**config.mk**
```make
export PLATFORM = sky130hd
export DESIGN_NAME = raster_timing_gen
export DESIGN_NICKNAME = d
export VERILOG_FILES = /design/src/rtl/rtg_pkg.sv /design/src/rtl/rtg_regs.sv /design/src/rtl/rtg_raster.sv /design/src/rtl/rtg_pixel_out.sv /design/src/rtl/raster_timing_gen.sv
export SDC_FILE = /design/constraint.sdc
export NUM_CORES = 1
export LEC_CHECK = 0
export BUFFER_PORTS_ARGS = -buffer_cell sky130_fd_sc_hd__buf_2
export CAP_MARGIN = 20
export CORE_ASPECT_RATIO = 0.6
export CORE_MARGIN = 4
export CORE_UTILIZATION = 35
export DETAILED_ROUTE_END_ITERATION = 7
export HOLD_SLACK_MARGIN = 0.15
export REMOVE_ABC_BUFFERS = 1
export SLEW_MARGIN = 10
export SYNTH_ARGS = -nofsm -noshare
export SYNTH_HDL_FRONTEND = slang
export SYNTH_SLANG_ARGS = --single-unit
```
**constraint.sdc**
```tcl
create_clock -name clk -period 8 [get_ports clk]
set_input_delay 0.8 -clock clk [delete_from_list [all_inputs] [get_ports clk]]
set_output_delay 0.8 -clock clk [all_outputs]
set_load 0.03 [all_outputs]
```
**src/rtl/rtg_pkg.sv**
```systemverilog
package rtg_pkg;
  localparam int FIELD_W = 14;
  localparam int HI_LSB  = 16;
  localparam int CH_W    = 10;

  localparam int RA_RUN    = 0;
  localparam int RA_STATUS = 1;
  localparam int RA_HGEO   = 2;
  localparam int RA_HSYNC  = 3;
  localparam int RA_VGEO   = 4;
  localparam int RA_VSYNC  = 5;
  localparam int RA_KICK   = 6;
  localparam int RA_COLOUR = 7;
  localparam int RA_STAMP  = 8;

  typedef struct packed {
    logic               sync_en;
    logic [FIELD_W-1:0] tot_m1;
    logic [FIELD_W-1:0] act;
    logic [FIELD_W-1:0] sbp_m1;
    logic [FIELD_W-1:0] sw_m1;
  } axis_cfg_t;

  typedef struct packed {
    logic               en;
    logic [FIELD_W-1:0] row;
    logic [FIELD_W-1:0] col;
  } kick_cfg_t;

  typedef struct packed {
    logic            a;
    logic [CH_W-1:0] r;
    logic [CH_W-1:0] g;
    logic [CH_W-1:0] b;
  } colour_t;

  function automatic axis_cfg_t unpack_axis(input logic [31:0] geo, input logic [31:0] syn);
    axis_cfg_t c;
    c.tot_m1  = geo[HI_LSB +: FIELD_W];
    c.act     = geo[FIELD_W-1:0];
    c.sync_en = syn[31];
    c.sbp_m1  = syn[HI_LSB +: FIELD_W];
    c.sw_m1   = syn[FIELD_W-1:0];
    return c;
  endfunction

  function automatic kick_cfg_t unpack_kick(input logic [31:0] w);
    kick_cfg_t k;
    k.en  = w[31];
    k.row = w[HI_LSB +: FIELD_W];
    k.col = w[FIELD_W-1:0];
    return k;
  endfunction

  function automatic colour_t unpack_colour(input logic [31:0] w);
    colour_t c;
    c.a = w[30];
    c.r = w[29:20];
    c.g = w[19:10];
    c.b = w[9:0];
    return c;
  endfunction
endpackage

```
**src/rtl/rtg_regs.sv**
```systemverilog
module rtg_regs
  import rtg_pkg::*;
#(
  parameter int FRAME_W = 18,
  parameter int ADDR_W  = 4
) (
  input  logic               clk,
  input  logic               rst,
  input  logic               we,
  input  logic [ADDR_W-1:0]  addr,
  input  logic [31:0]        wdata,
  input  logic               running,
  input  logic               frame_end,
  input  logic [FIELD_W-1:0] line,
  input  logic [FRAME_W-1:0] frame_cnt,
  output logic [31:0]        rdata,
  output logic               run_req,
  output axis_cfg_t          hcfg,
  output axis_cfg_t          vcfg,
  output kick_cfg_t          kick_cfg,
  output colour_t            colour
);
  logic [31:0] r_hgeo, r_hsync, r_vgeo, r_vsync, r_kick, r_col;
  logic [31:0] stamp;

  always_comb begin
    stamp = '0;
    stamp[FIELD_W-1:0]       = line;
    stamp[FIELD_W +: FRAME_W] = frame_cnt;
  end

  always_ff @(posedge clk) begin
    if (rst) begin
      run_req <= 1'b0;
      r_hgeo  <= '0;
      r_hsync <= '0;
      r_vgeo  <= '0;
      r_vsync <= '0;
      r_kick  <= '0;
      r_col   <= '0;
    end else if (we) begin
      case (addr)
        ADDR_W'(RA_RUN):    run_req <= wdata[0];
        ADDR_W'(RA_HGEO):   r_hgeo  <= wdata;
        ADDR_W'(RA_HSYNC):  r_hsync <= wdata;
        ADDR_W'(RA_VGEO):   r_vgeo  <= wdata;
        ADDR_W'(RA_VSYNC):  r_vsync <= wdata;
        ADDR_W'(RA_KICK):   r_kick  <= wdata;
        ADDR_W'(RA_COLOUR): r_col   <= wdata;
        default: ;
      endcase
    end
  end

  // Timing shadow: follows the programmed words while idle, frozen within a frame.
  always_ff @(posedge clk) begin
    if (rst) begin
      hcfg <= '0;
      vcfg <= '0;
    end else if (!running || frame_end) begin
      hcfg <= unpack_axis(r_hgeo, r_hsync);
      vcfg <= unpack_axis(r_vgeo, r_vsync);
    end
  end

  assign kick_cfg = unpack_kick(r_kick);
  assign colour   = unpack_colour(r_col);

  always_ff @(posedge clk) begin
    if (rst) begin
      rdata <= '0;
    end else begin
      case (addr)
        ADDR_W'(RA_RUN):    rdata <= {31'b0, run_req};
        ADDR_W'(RA_STATUS): rdata <= {31'b0, running};
        ADDR_W'(RA_HGEO):   rdata <= r_hgeo;
        ADDR_W'(RA_HSYNC):  rdata <= r_hsync;
        ADDR_W'(RA_VGEO):   rdata <= r_vgeo;
        ADDR_W'(RA_VSYNC):  rdata <= r_vsync;
        ADDR_W'(RA_KICK):   rdata <= r_kick;
        ADDR_W'(RA_COLOUR): rdata <= r_col;
        ADDR_W'(RA_STAMP):  rdata <= stamp;
        default:            rdata <= '0;
      endcase
    end
  end

  AST_SHADOW_HOLD: assert property (@(posedge clk) disable iff (rst)
    (running && !frame_end) |=> ($stable(hcfg) && $stable(vcfg)));
endmodule

```
**src/rtl/rtg_raster.sv**
```systemverilog
module rtg_raster
  import rtg_pkg::*;
#(
  parameter int FRAME_W = 18
) (
  input  logic               clk,
  input  logic               rst,
  input  logic               run_req,
  input  axis_cfg_t          hcfg,
  input  axis_cfg_t          vcfg,
  output logic               running,
  output logic [FIELD_W-1:0] hpos,
  output logic [FIELD_W-1:0] vpos,
  output logic               frame_end,
  output logic [FRAME_W-1:0] frame_cnt
);
  logic h_last, v_last;

  assign h_last    = (hpos == hcfg.tot_m1);
  assign v_last    = (vpos == vcfg.tot_m1);
  assign frame_end = running && h_last && v_last;

  always_ff @(posedge clk) begin
    if (rst) begin
      running   <= 1'b0;
      hpos      <= '0;
      vpos      <= '0;
      frame_cnt <= '0;
    end else if (!running) begin
      running <= run_req;
      hpos    <= '0;
      vpos    <= '0;
    end else if (h_last) begin
      hpos <= '0;
      if (v_last) begin
        vpos      <= '0;
        frame_cnt <= frame_cnt + 1'b1;
        running   <= run_req;
      end else begin
        vpos <= vpos + 1'b1;
      end
    end else begin
      hpos <= hpos + 1'b1;
    end
  end

  AST_START_ORIGIN: assert property (@(posedge clk) disable iff (rst)
    $rose(running) |-> (hpos == '0 && vpos == '0));
  AST_STOP_AT_END: assert property (@(posedge clk) disable iff (rst)
    $fell(running) |-> $past(frame_end && !run_req));
  AST_HPOS_RANGE: assert property (@(posedge clk) disable iff (rst)
    running |-> (hpos <= hcfg.tot_m1));
  AST_FRAME_STEP: assert property (@(posedge clk) disable iff (rst)
    frame_end |=> (frame_cnt == FRAME_W'($past(frame_cnt) + 1'b1)));
endmodule

```
**src/rtl/rtg_pixel_out.sv**
```systemverilog
module rtg_pixel_out
  import rtg_pkg::*;
(
  input  logic               clk,
  input  logic               rst,
  input  logic               running,
  input  logic [FIELD_W-1:0] hpos,
  input  logic [FIELD_W-1:0] vpos,
  input  axis_cfg_t          hcfg,
  input  axis_cfg_t          vcfg,
  input  kick_cfg_t          kick_cfg,
  input  colour_t            colour,
  output logic               hsync,
  output logic               vsync,
  output logic               de,
  output logic               kick,
  output logic [FIELD_W-1:0] pix_x,
  output logic [FIELD_W-1:0] pix_y,
  output colour_t            pix
);
  localparam int AXES = 2;

  axis_cfg_t          cfg     [AXES];
  logic [FIELD_W-1:0] pos     [AXES];
  logic               sync_n  [AXES];
  logic               act_n   [AXES];
  logic [FIELD_W-1:0] coord_n [AXES];
  logic               de_n;

  assign cfg[0] = hcfg;
  assign cfg[1] = vcfg;
  assign pos[0] = hpos;
  assign pos[1] = vpos;

  for (genvar g = 0; g < AXES; g++) begin : g_axis
    logic [FIELD_W:0] start;
    logic [FIELD_W:0] stop;
    assign start      = {1'b0, cfg[g].sbp_m1} + 1'b1;
    assign stop       = start + {1'b0, cfg[g].act};
    assign sync_n[g]  = cfg[g].sync_en && (pos[g] <= cfg[g].sw_m1);
    assign act_n[g]   = ({1'b0, pos[g]} >= start) && ({1'b0, pos[g]} < stop);
    assign coord_n[g] = pos[g] - start[FIELD_W-1:0];
  end

  assign de_n = running && act_n[0] && act_n[1];

  always_ff @(posedge clk) begin
    if (rst) begin
      hsync <= 1'b0;
      vsync <= 1'b0;
      de    <= 1'b0;
      kick  <= 1'b0;
      pix_x <= '0;
      pix_y <= '0;
      pix   <= '0;
    end else begin
      hsync <= running && sync_n[0];
      vsync <= running && sync_n[1];
      de    <= de_n;
      kick  <= running && kick_cfg.en && (hpos == kick_cfg.col) && (vpos == kick_cfg.row);
      pix_x <= de_n ? coord_n[0] : '0;
      pix_y <= de_n ? coord_n[1] : '0;
      pix   <= de_n ? colour : '0;
    end
  end

  AST_IDLE_QUIET: assert property (@(posedge clk) disable iff (rst)
    !$past(running) |-> !(hsync || vsync || de || kick));
endmodule

```
**src/rtl/raster_timing_gen.sv**
```systemverilog
module raster_timing_gen
  import rtg_pkg::*;
#(
  parameter int FRAME_W = 18,
  parameter int ADDR_W  = 4
) (
  input  logic               clk,
  input  logic               rst,
  input  logic               reg_we,
  input  logic [ADDR_W-1:0]  reg_addr,
  input  logic [31:0]        reg_wdata,
  output logic [31:0]        reg_rdata,
  output logic               hsync,
  output logic               vsync,
  output logic               de,
  output logic               kick,
  output logic [FIELD_W-1:0] pix_x,
  output logic [FIELD_W-1:0] pix_y,
  output logic [CH_W-1:0]    pix_r,
  output logic [CH_W-1:0]    pix_g,
  output logic [CH_W-1:0]    pix_b,
  output logic               pix_a
);
  logic               run_req, running, frame_end;
  logic [FIELD_W-1:0] hpos, vpos;
  logic [FRAME_W-1:0] frame_cnt;
  axis_cfg_t          hcfg, vcfg;
  kick_cfg_t          kick_cfg;
  colour_t            colour, pix;

  rtg_regs #(.FRAME_W(FRAME_W), .ADDR_W(ADDR_W)) u_regs (
    .clk(clk), .rst(rst), .we(reg_we), .addr(reg_addr), .wdata(reg_wdata),
    .running(running), .frame_end(frame_end), .line(vpos), .frame_cnt(frame_cnt),
    .rdata(reg_rdata), .run_req(run_req), .hcfg(hcfg), .vcfg(vcfg),
    .kick_cfg(kick_cfg), .colour(colour)
  );

  rtg_raster #(.FRAME_W(FRAME_W)) u_raster (
    .clk(clk), .rst(rst), .run_req(run_req), .hcfg(hcfg), .vcfg(vcfg),
    .running(running), .hpos(hpos), .vpos(vpos), .frame_end(frame_end),
    .frame_cnt(frame_cnt)
  );

  rtg_pixel_out u_out (
    .clk(clk), .rst(rst), .running(running), .hpos(hpos), .vpos(vpos),
    .hcfg(hcfg), .vcfg(vcfg), .kick_cfg(kick_cfg), .colour(colour),
    .hsync(hsync), .vsync(vsync), .de(de), .kick(kick),
    .pix_x(pix_x), .pix_y(pix_y), .pix(pix)
  );

  assign pix_a = pix.a;
  assign pix_r = pix.r;
  assign pix_g = pix.g;
  assign pix_b = pix.b;
endmodule

```
### Yosys cells after proc, flatten, opt, wreduce, memory -nomap -nowiden

Index checks and enable logic that the tools add are counted.

* register bits after elaboration: 449
* latch bits: 0
* bits in writable memories: 0
* ROM bits: 0
* output and inout port bits: 95
* memories kept: 0

* add/subtract/negate cells: 9
* multipliers: 0
* divide/modulo/power cells: 0
* order comparisons: 6
* equality and inequality tests: 12
* shift operators: 0
* multiplexer cells: 5
* bitwise gates (word level): 2
* reductions and logical operators: 27

Operators with widths (number)
* $pmux W32 S9: 1
* $eq A14 B14 Y1: 4
* $add A14 B1 Y15 const B: 2
* $add A15 B14 Y15: 2
* $ge A14 B15 Y1: 2
* $lt A14 B15 Y1: 2
* $add A14 B1 Y14 const B: 2
* $le A14 B14 Y1: 2
* $sub A14 B14 Y14: 2
* $add A18 B1 Y18 const B: 1
* $eq A4 B3 Y1 const B: 4
* $mux W14: 1
* $reduce_and A2 Y1: 7
* $logic_and A1 B1 Y1: 13
* $eq A4 B2 Y1 const B: 2
* $eq A4 B1 Y1 const B: 1
* $eq A4 B4 Y1 const B: 1
* $logic_not A4 Y1: 1
* $reduce_or A2 Y1: 2
* $mux W1: 3
* $reduce_and A3 Y1: 1
* $reduce_or A3 Y1: 1
* $not A1 Y1: 2
* $logic_not A1 Y1: 1
* $logic_or A1 B1 Y1: 1

### Longest topological paths before layout

Gate-level depths: netlist of run 1.

* word-level depth: 8
* depth in mapped cells: 22
* depth with buffers taken out: 21

### Modules after synthesis

From an unflattened synthesis of run 1, not the netlist that was laid out.

* cell total of the unflattened synthesis: 2742
* area, all modules: 22263.9 µm²

Modules (own cells, without submodules)
* rtg_regs: instances 1, cells an instance 1691, area each 13439.1 µm², seq. area each 6786.5 µm²
* rtg_pixel_out: instances 1, cells an instance 741, area each 6256.0 µm², seq. area each 1261.2 µm²
* rtg_raster: instances 1, cells an instance 310, area each 2568.7 µm², seq. area each 940.9 µm²

### Worst setup path before layout of run 1

No wires, ideal clock.

* path kind: register -> register
* start: reg u_regs.vcfg[14] (netlist name)
* end: reg u_out.pix[0] (netlist name)
* library setup time: 134 ps
* arrival: 4123 ps
* data required time: 7866 ps
* setup slack: 3743 ps
* stages on the path, launching flop included: 21
* path through: dfxtp_1 > ha_1 > nand3_1 > nor2_1 > and3_1 > xor2_1 > ha_1 > and3_1 > and3_1 > a2111oi_0 > o21bai_1 > xnor2_1 > ha_1 > nand4_1 > nor2_1 > o21ai_0 > o311ai_0 > o311ai_1 > o211ai_1 > clkbuf_1 > nor4b_1

* longest elaborated chain between the ends: 7
* elaborated cells between the ends (all ways): 8

RTL lines
* $add A14 B1 Y15 (*): RTL line rtg_pixel_out.sv:38 `assign start = {1'b0, cfg[g].sbp_m1} + 1'b1;`
* $add A15 B14 Y15: RTL line rtg_pixel_out.sv:39 `assign stop = start + {1'b0, cfg[g].act};`
* $lt A14 B15 Y1: RTL line rtg_pixel_out.sv:41 `assign act_n[g] = ({1'b0, pos[g]} >= start) && ({1'b0, pos[g]} < stop);`
* $logic_and A1 B1 Y1 (*): RTL line rtg_pixel_out.sv:41
* $logic_and A1 B1 Y1 (*): RTL line rtg_pixel_out.sv:45 `assign de_n = running && act_n[0] && act_n[1];`
* $not A1 Y1 (no line) (*)
* $reduce_or A2 Y1 (no line) (*)

Mark *: on every way between the ends. The rest lies on a longest branch, timed or not.
A chain may end at the register's enable or synchronous reset.

### Worst setup path after layout of run 1

* start: reg u_regs.hcfg[17] (netlist name)
* end: reg u_out.pix[6] (netlist name)

* longest elaborated chain between the ends: 8
* elaborated cells between the ends (all ways): 9

RTL lines (RTL line)
* $add A14 B1 Y15 (*): rtg_pixel_out.sv:38
* $add A15 B14 Y15: rtg_pixel_out.sv:39
* $lt A14 B15 Y1: rtg_pixel_out.sv:41
* $logic_and A1 B1 Y1 (*): rtg_pixel_out.sv:41
* $logic_and A1 B1 Y1 (*) (2 in a row): rtg_pixel_out.sv:45
* $not A1 Y1 (no line) (*)
* $reduce_or A2 Y1 (no line) (*)

Marked as above.

==> results.toml, run 1 <==
[run_status]
outcome = "finished, violations left"
violations = "DRC"

[cells_and_area]
postLayoutCellArea_sq_um = 24000
n_fill_cell = 5947
area_growth_pct = 14.0
fin_cells = 3467
nNetsFinal = 2809
drive_gt1_frac = 0.102
utilization = 0.405

[synthesis]
synth_async_sr_flop_share = 0
yosys_warnings = 0
synth_commonest_cells = "nand2_1, dfxtp_1, a21oi_1"
synth_area_leaders = "dfxtp_1, nand2_1, a21oi_1"
synth_edf_count = 0
ys_ff_latch = 449
synth_most_common_cell = "nand2_1"
yosysSeqAreaShare = 0.426
avgSynthCellArea_sq_um = 8.12
yosysTopAreaCell = "dfxtp_1"
synth_ff_type = "dfxtp_1"
synth_cell_types = 62
synthesis.area_sq_um = 21100
yosysTopAreaCellShare = 0.426
netlist_instances = 2598

[clock_tree]
cts_sinks = 449
cts_hold_buffers = 0
cts_max_level = 2
cts_resized = 0
numCtsBuffers = 44
cts_tree = "yes"
cts_setup_buffers = 0
clk_latency_ns = 0.60
clk_pin_slew_ns = 0.07
cts_root_buf = "clkbuf_16"
clock_path_buffers = 3

[hold_path]
min_path_cells = 2
min_path_type = "reg -> reg"

[setup_path]
reg2reg_depth = 21
endpoint_kind = "register"
path_class = "reg -> reg"
cp_slowest_cell = "nor4_1"
path_max_fanout = 46
worstPathArrival_ns = 5.75
required_ns = 8.44
start_kind = "register"
critPathMaxStageDelay_ns = 0.67
crit_chain = "nand3_1, nor2_1, and3_1, nand4_1, xnor2_1, ha_1, a21o_1, a211oi_1, o21a_1, nor4_1, nor2_1, xor2_1, ha_1, a21o_1, a21oi_1, nor4b_1, o21ai_0, nand3_1, a31oi_4, buf_4, nor4b_1"

[global_routing]
overflow = 0
grt_max_degree = 102
antenna_found_initial = 7
grt_pass1_wl_um = 115000
grt_pass1_vias = 17800
gr-usage-all-layers = 0.233

[timing]
slew_headroom = 0.260
tightestPinTransition_ns = 1.11
drv_slew = 0
setup_slack_ns = 2.69
skew_ns = 0.0356
setup_tns_ns = 0
rsz0062_at_grt = "no"
period_minus_slack_ns = 5.31
fmax_mhz = 188
setup_viol = 0
hold_viol = 0
hold_slack_ns = 0.452
fin_crit_sh = 0.664

[route]
viasPerCell = 5.69
wl_per_cell_um = 22.4
ant_nets = 0
initialDrtViolationCount = 2743
drc_errors = 2
vias = 19700
dr.pass1.iters = 8
wirelength_um = 77500

[floorplan]
start_util = 0.355
core.rowCount = 69
core_area_sq_um = 59400
ios = 134
dieHeight_um = 198
die_x_um = 325
die_area_sq_um = 64400

[pwr]
seqPwrFrac = 0.473
internal_power_mw = 3.68
sw_frac_of_total = 0.232
power_frac_comb = 0.035
power.total_mw = 4.79
ir_drop_mv = 0.186
p_leak_nw = 8.82
p_sw_mw = 1.11
pwr-share-clk = 0.491
pwr_density_cell_nw_per_um2 = 199

[flow_run]
max_cap_violations = 0

[placement]
io_buffers = 133
place_ws_ns = 2.81
dp_cells = 3383
dpl_cell_area_sq_um = 22400
gp_congestion = 0.909
place_hpwl_um = 55000
==> power groups by stage <==
stage	registers, mW	logic [mW]	clock network [mW]
3_5_place_dp	2.32	0.163	0
2_1_floorplan	2.31	0.0660	0
4_1_cts	2.27	0.164	2.39
5_1_grt	2.27	0.180	2.48
3_3_place_gp	2.32	0.161	0
6_report	2.27	0.169	2.35
==> worst paths after layout <==
check | from | endpoint | slack (ns)
hold reg to reg | u_regs.hcfg[8]$_SDFFE_PP0P_ | u_regs.hcfg[8]$_SDFFE_PP0P_ | 0.45
hold / removal | u_regs.hcfg[8]$_SDFFE_PP0P_ | u_regs.hcfg[8]$_SDFFE_PP0P_ | 0.45
setup / recovery | u_regs.hcfg[17]$_SDFFE_PP0P_ | u_out.pix[6]$_SDFF_PP0_ | 2.69
setup reg to reg | u_regs.hcfg[17]$_SDFFE_PP0P_ | u_out.pix[6]$_SDFF_PP0_ | 2.69
==> state kept, by name, summed over array words and instances (netlist names), 18 cells and up <==
register / count
u_regs.hcfg: 57
u_regs.vcfg: 57
u_regs.r_col: 32
u_regs.r_hgeo: 32
u_regs.r_hsync: 32
u_regs.r_kick: 32
u_regs.r_vgeo: 32
u_regs.r_vsync: 32
u_regs.rdata: 32
u_out.pix: 31
u_raster.frame_cnt: 18
==> critical path: cells and delay by family (launching register included) <==
| kind | cells | cell delay, ns |
|---|---|---|
| and+or+nand+nor | 9 | 2.31 |
| adders and majority gates | 2 | 0.57 |
| xor gates and xnor gates | 2 | 0.51 |
| DFF | 1 | 0.43 |
| buffers and inverters | 1 | 0.38 |
| AOI/OAI and AO/OA | 7 | 0.87 |
==> cells in the final DEF, fill, tap and decap left out, types with 35 or more instances in the layout <==
| master | synthesis | routed |
|---|---|---|
| a21oi_1 | 353 | 353 |
| a22oi_1 | 65 | 65 |
| a31oi_1 | 39 | 38 |
| buf_2 | 21 | 133 |
| buf_4 | 1 | 42 |
| clkbuf_16 | 0 | 45 |
| dfxtp_1 | 449 | 449 |
| ha_1 | 117 | 117 |
| inv_1 | 81 | 81 |
| nand2_1 | 667 | 666 |
| nand3_1 | 39 | 39 |
| nor2_1 | 93 | 92 |
| nor4_1 | 47 | 47 |
| nor4b_1 | 35 | 35 |
| o21ai_0 | 38 | 38 |
| xnor2_1 | 82 | 82 |
| xor2_1 | 80 | 80 |
==> per-layer routing <==
metal,vias up,wire length [um],track usage,share of wire
met4,6,1600,0.0513,0.021
met1,9461,36500,0.359,0.47
met3,124,8760,0.0553,0.11
li1,9087,-,-,-
met5,-,28,0,0.00036
met2,1039,30600,0.323,0.39
==> area by class of cell <==
type / count / area [sq um] / share of cell area
multi-input combinational: 1897 / 11200 / 0.464
sequential: 449 / 8990 / 0.374
clock buffer: 53 / 1220 / 0.0506
timing repair buffer: 176 / 996 / 0.0414
tap: 781 / 977 / 0.0407
clock inverter: 29 / 403 / 0.0168
inverter: 81 / 304 / 0.0126
antenna: 1 / 2.50 / 0.000104
==> logic make-up (layout without fill, tap and decap cells) <==
logic type / Yosys count / after routing / share of synthesized area
simple gates: 1008 / 1008 / 0.212
compound gates: 603 / 603 / 0.172
flops: 449 / 449 / 0.426
buf+inv: 252 / 339 / 0.0477
xor+xnor: 162 / 162 / 0.0673
fa+ha+maj: 121 / 121 / 0.0732
mux: 3 / 3 / 0.00142
other cells: 0 / 1 / 0
Power figures use the tool's default switching activity.
==> run 2, diff against run 1 <==
Clock period 8 ns to 5.4 ns, I/O delays scaled along.
==> run 2 against run 1 <==
Effect of this change:
- the run now ends clean
- critical path depth down 1
- die area stayed put
- sequential share of layout area fell by 0.089 points
- combinational power rose by 50%
- worst hold slack lost 0.21 ns
- maximum frequency is 4.6% higher
- critical endpoint is now u_out.pix[30]$_SDFF_PP0_
- largest power group is now registers
==> results.toml, run 2 (synthesis gave the netlist of run 1 again) <==
[setup_path]
required_ns = 5.84
worstPathArrival_ns = 5.51
path_class = "reg -> reg"
path_max_fanout = 50
start_kind = "register"
endpoint_kind = "register"

[floorplan]
die_x_um = 325
die_area_sq_um = 64400
start_util = 0.355
ios = 134
dieHeight_um = 198
core.rowCount = 69
core_area_sq_um = 59400

[flow_run]
max_cap_violations = 0

[cells_and_area]
area_growth_pct = 14.3
drive_gt1_frac = 0.104
multiInputGateArea_sq_um = 11200
utilization = 0.406
seqCellArea_sq_um = 8990
layout_commonest_cell = "nand2_1"
mostFrequentLayoutCells = "nand2_1, dfxtp_1, a21oi_1"
largestRegisters = "u_regs.hcfg x57, u_regs.vcfg x57"
n_fill_cell = 5979
nNetsFinal = 2818

[clock_tree]
clk_latency_ns = 0.60
clock_path_buffers = 3
numCtsBuffers = 45
cts_setup_buffers = 0
cts_tree = "yes"
cts_root_buf = "clkbuf_16"
cts_max_level = 2
clk_pin_slew_ns = 0.07
cts_resized = 0
cts_sinks = 449
cts_hold_buffers = 0

[placement]
gp_congestion = 0.913
place_hpwl_um = 55600
io_buffers = 133

[global_routing]
grt_pass1_wl_um = 116000
grt_max_degree = 95
antenna_found_initial = 7
overflow = 0
grt_pass1_vias = 18500
gr-usage-all-layers = 0.235

[timing]
period_minus_slack_ns = 5.07
setup_tns_ns = 0
hold_viol = 0
setup_viol = 0
slew_headroom = 0.279
drv_slew = 0
tightestPinTransition_ns = 1.08
fin_crit_sh = 0.940
fmax_mhz = 197
skew_ns = 0.0227
rsz0062_at_grt = "no"

[route]
vias = 19600
dr.pass1.iters = 8
wirelength_um = 77900
ant_nets = 0
drc_errors = 0
viasPerCell = 5.65
wl_per_cell_um = 22.4
initialDrtViolationCount = 2487

[hold_path]
min_path_type = "in -> reg"

[pwr]
ir_drop_mv = 0.201
p_leak_nw = 8.85
pwr_density_cell_nw_per_um2 = 289

[run_status]
outcome = "finished, final reports clean"
==> run 2: worst max-delay path: stages (launching register included) <==
cell       delay, ns
dfxtp_1         0.39
ha_1            0.23
nand3_1         0.14
nor2_1          0.24
and3_1          0.20
xor2_1          0.22
ha_1            0.30
a21oi_1         0.30
o21ai_0         0.19
a2111oi_1       0.51
o21bai_1        0.14
xnor2_1         0.15
ha_1            0.29
nand4_1         0.09
nor2_1          0.09
o21ai_0         0.07
o311ai_0        0.34
o311ai_1        0.16
o211ai_1        0.36
buf_12          0.31
nor4b_1         0.11
==> run 2: cell type report <==
class / count / share of cell area
multi-input cells: 1897 / 0.463
flip-flops and latches: 449 / 0.373
inverters: 81 / 0.0126
diodes: 2 / 0.000208
repair buffers: 184 / 0.0460
clock inverters: 22 / 0.0109
well taps: 781 / 0.0406
clock buffers: 61 / 0.0539
==> run 2: layer usage <==
layer	up-vias	share of wire	global-route usage	routed length [um]
li1	9099	-	-	-
met1	9433	0.47	0.353	36600
met2	967	0.39	0.325	30600
met3	133	0.11	0.0645	8530
met4	6	0.026	0.0668	2050
met5	-	0.00046	0	36
==> run 2: final timing paths <==
path / start / to / slack, ns / cells after the start
worst max-delay path: u_regs.vcfg[14]$_SDFFE_PP0P_ / u_out.pix[30]$_SDFF_PP0_ / 0.33 / 20
worst min-delay path: reg_wdata[23] / u_regs.r_hsync[23]$_SDFFE_PP0P_ / 0.24 / 3
worst max register to register: u_regs.vcfg[14]$_SDFFE_PP0P_ / u_out.pix[30]$_SDFF_PP0_ / 0.33 / 20
worst min register to register: u_regs.vcfg[7]$_SDFFE_PP0P_ / u_regs.vcfg[7]$_SDFFE_PP0P_ / 0.45 / 2
==> run 2: power breakdown <==
part           internal [mW]  switching, mW
combinational         0.0627          0.190
clock                   1.94           1.41
sequential              3.34         0.0261
total                   5.34           1.63
==> run 2: through the flow <==
step / setup WS (ns) / area [sq um] / cells / hold slack [ns] / total power, mW
2_1_floorplan: -0.560 / 20400 / 2427 / 0.421 / 3.52
3_3_place_gp: 0.524 / 22500 / 3392 / 0.441 / 3.68
3_5_place_dp: 0.471 / 22500 / 3392 / 0.446 / 3.68
4_1_cts: 0.428 / 24100 / 3475 / 0.210 / 7.01
5_1_grt: 0.0490 / 24100 / 3477 / 0.225 / 7.17
6_report: 0.326 / 24100 / 3477 / 0.243 / 6.97
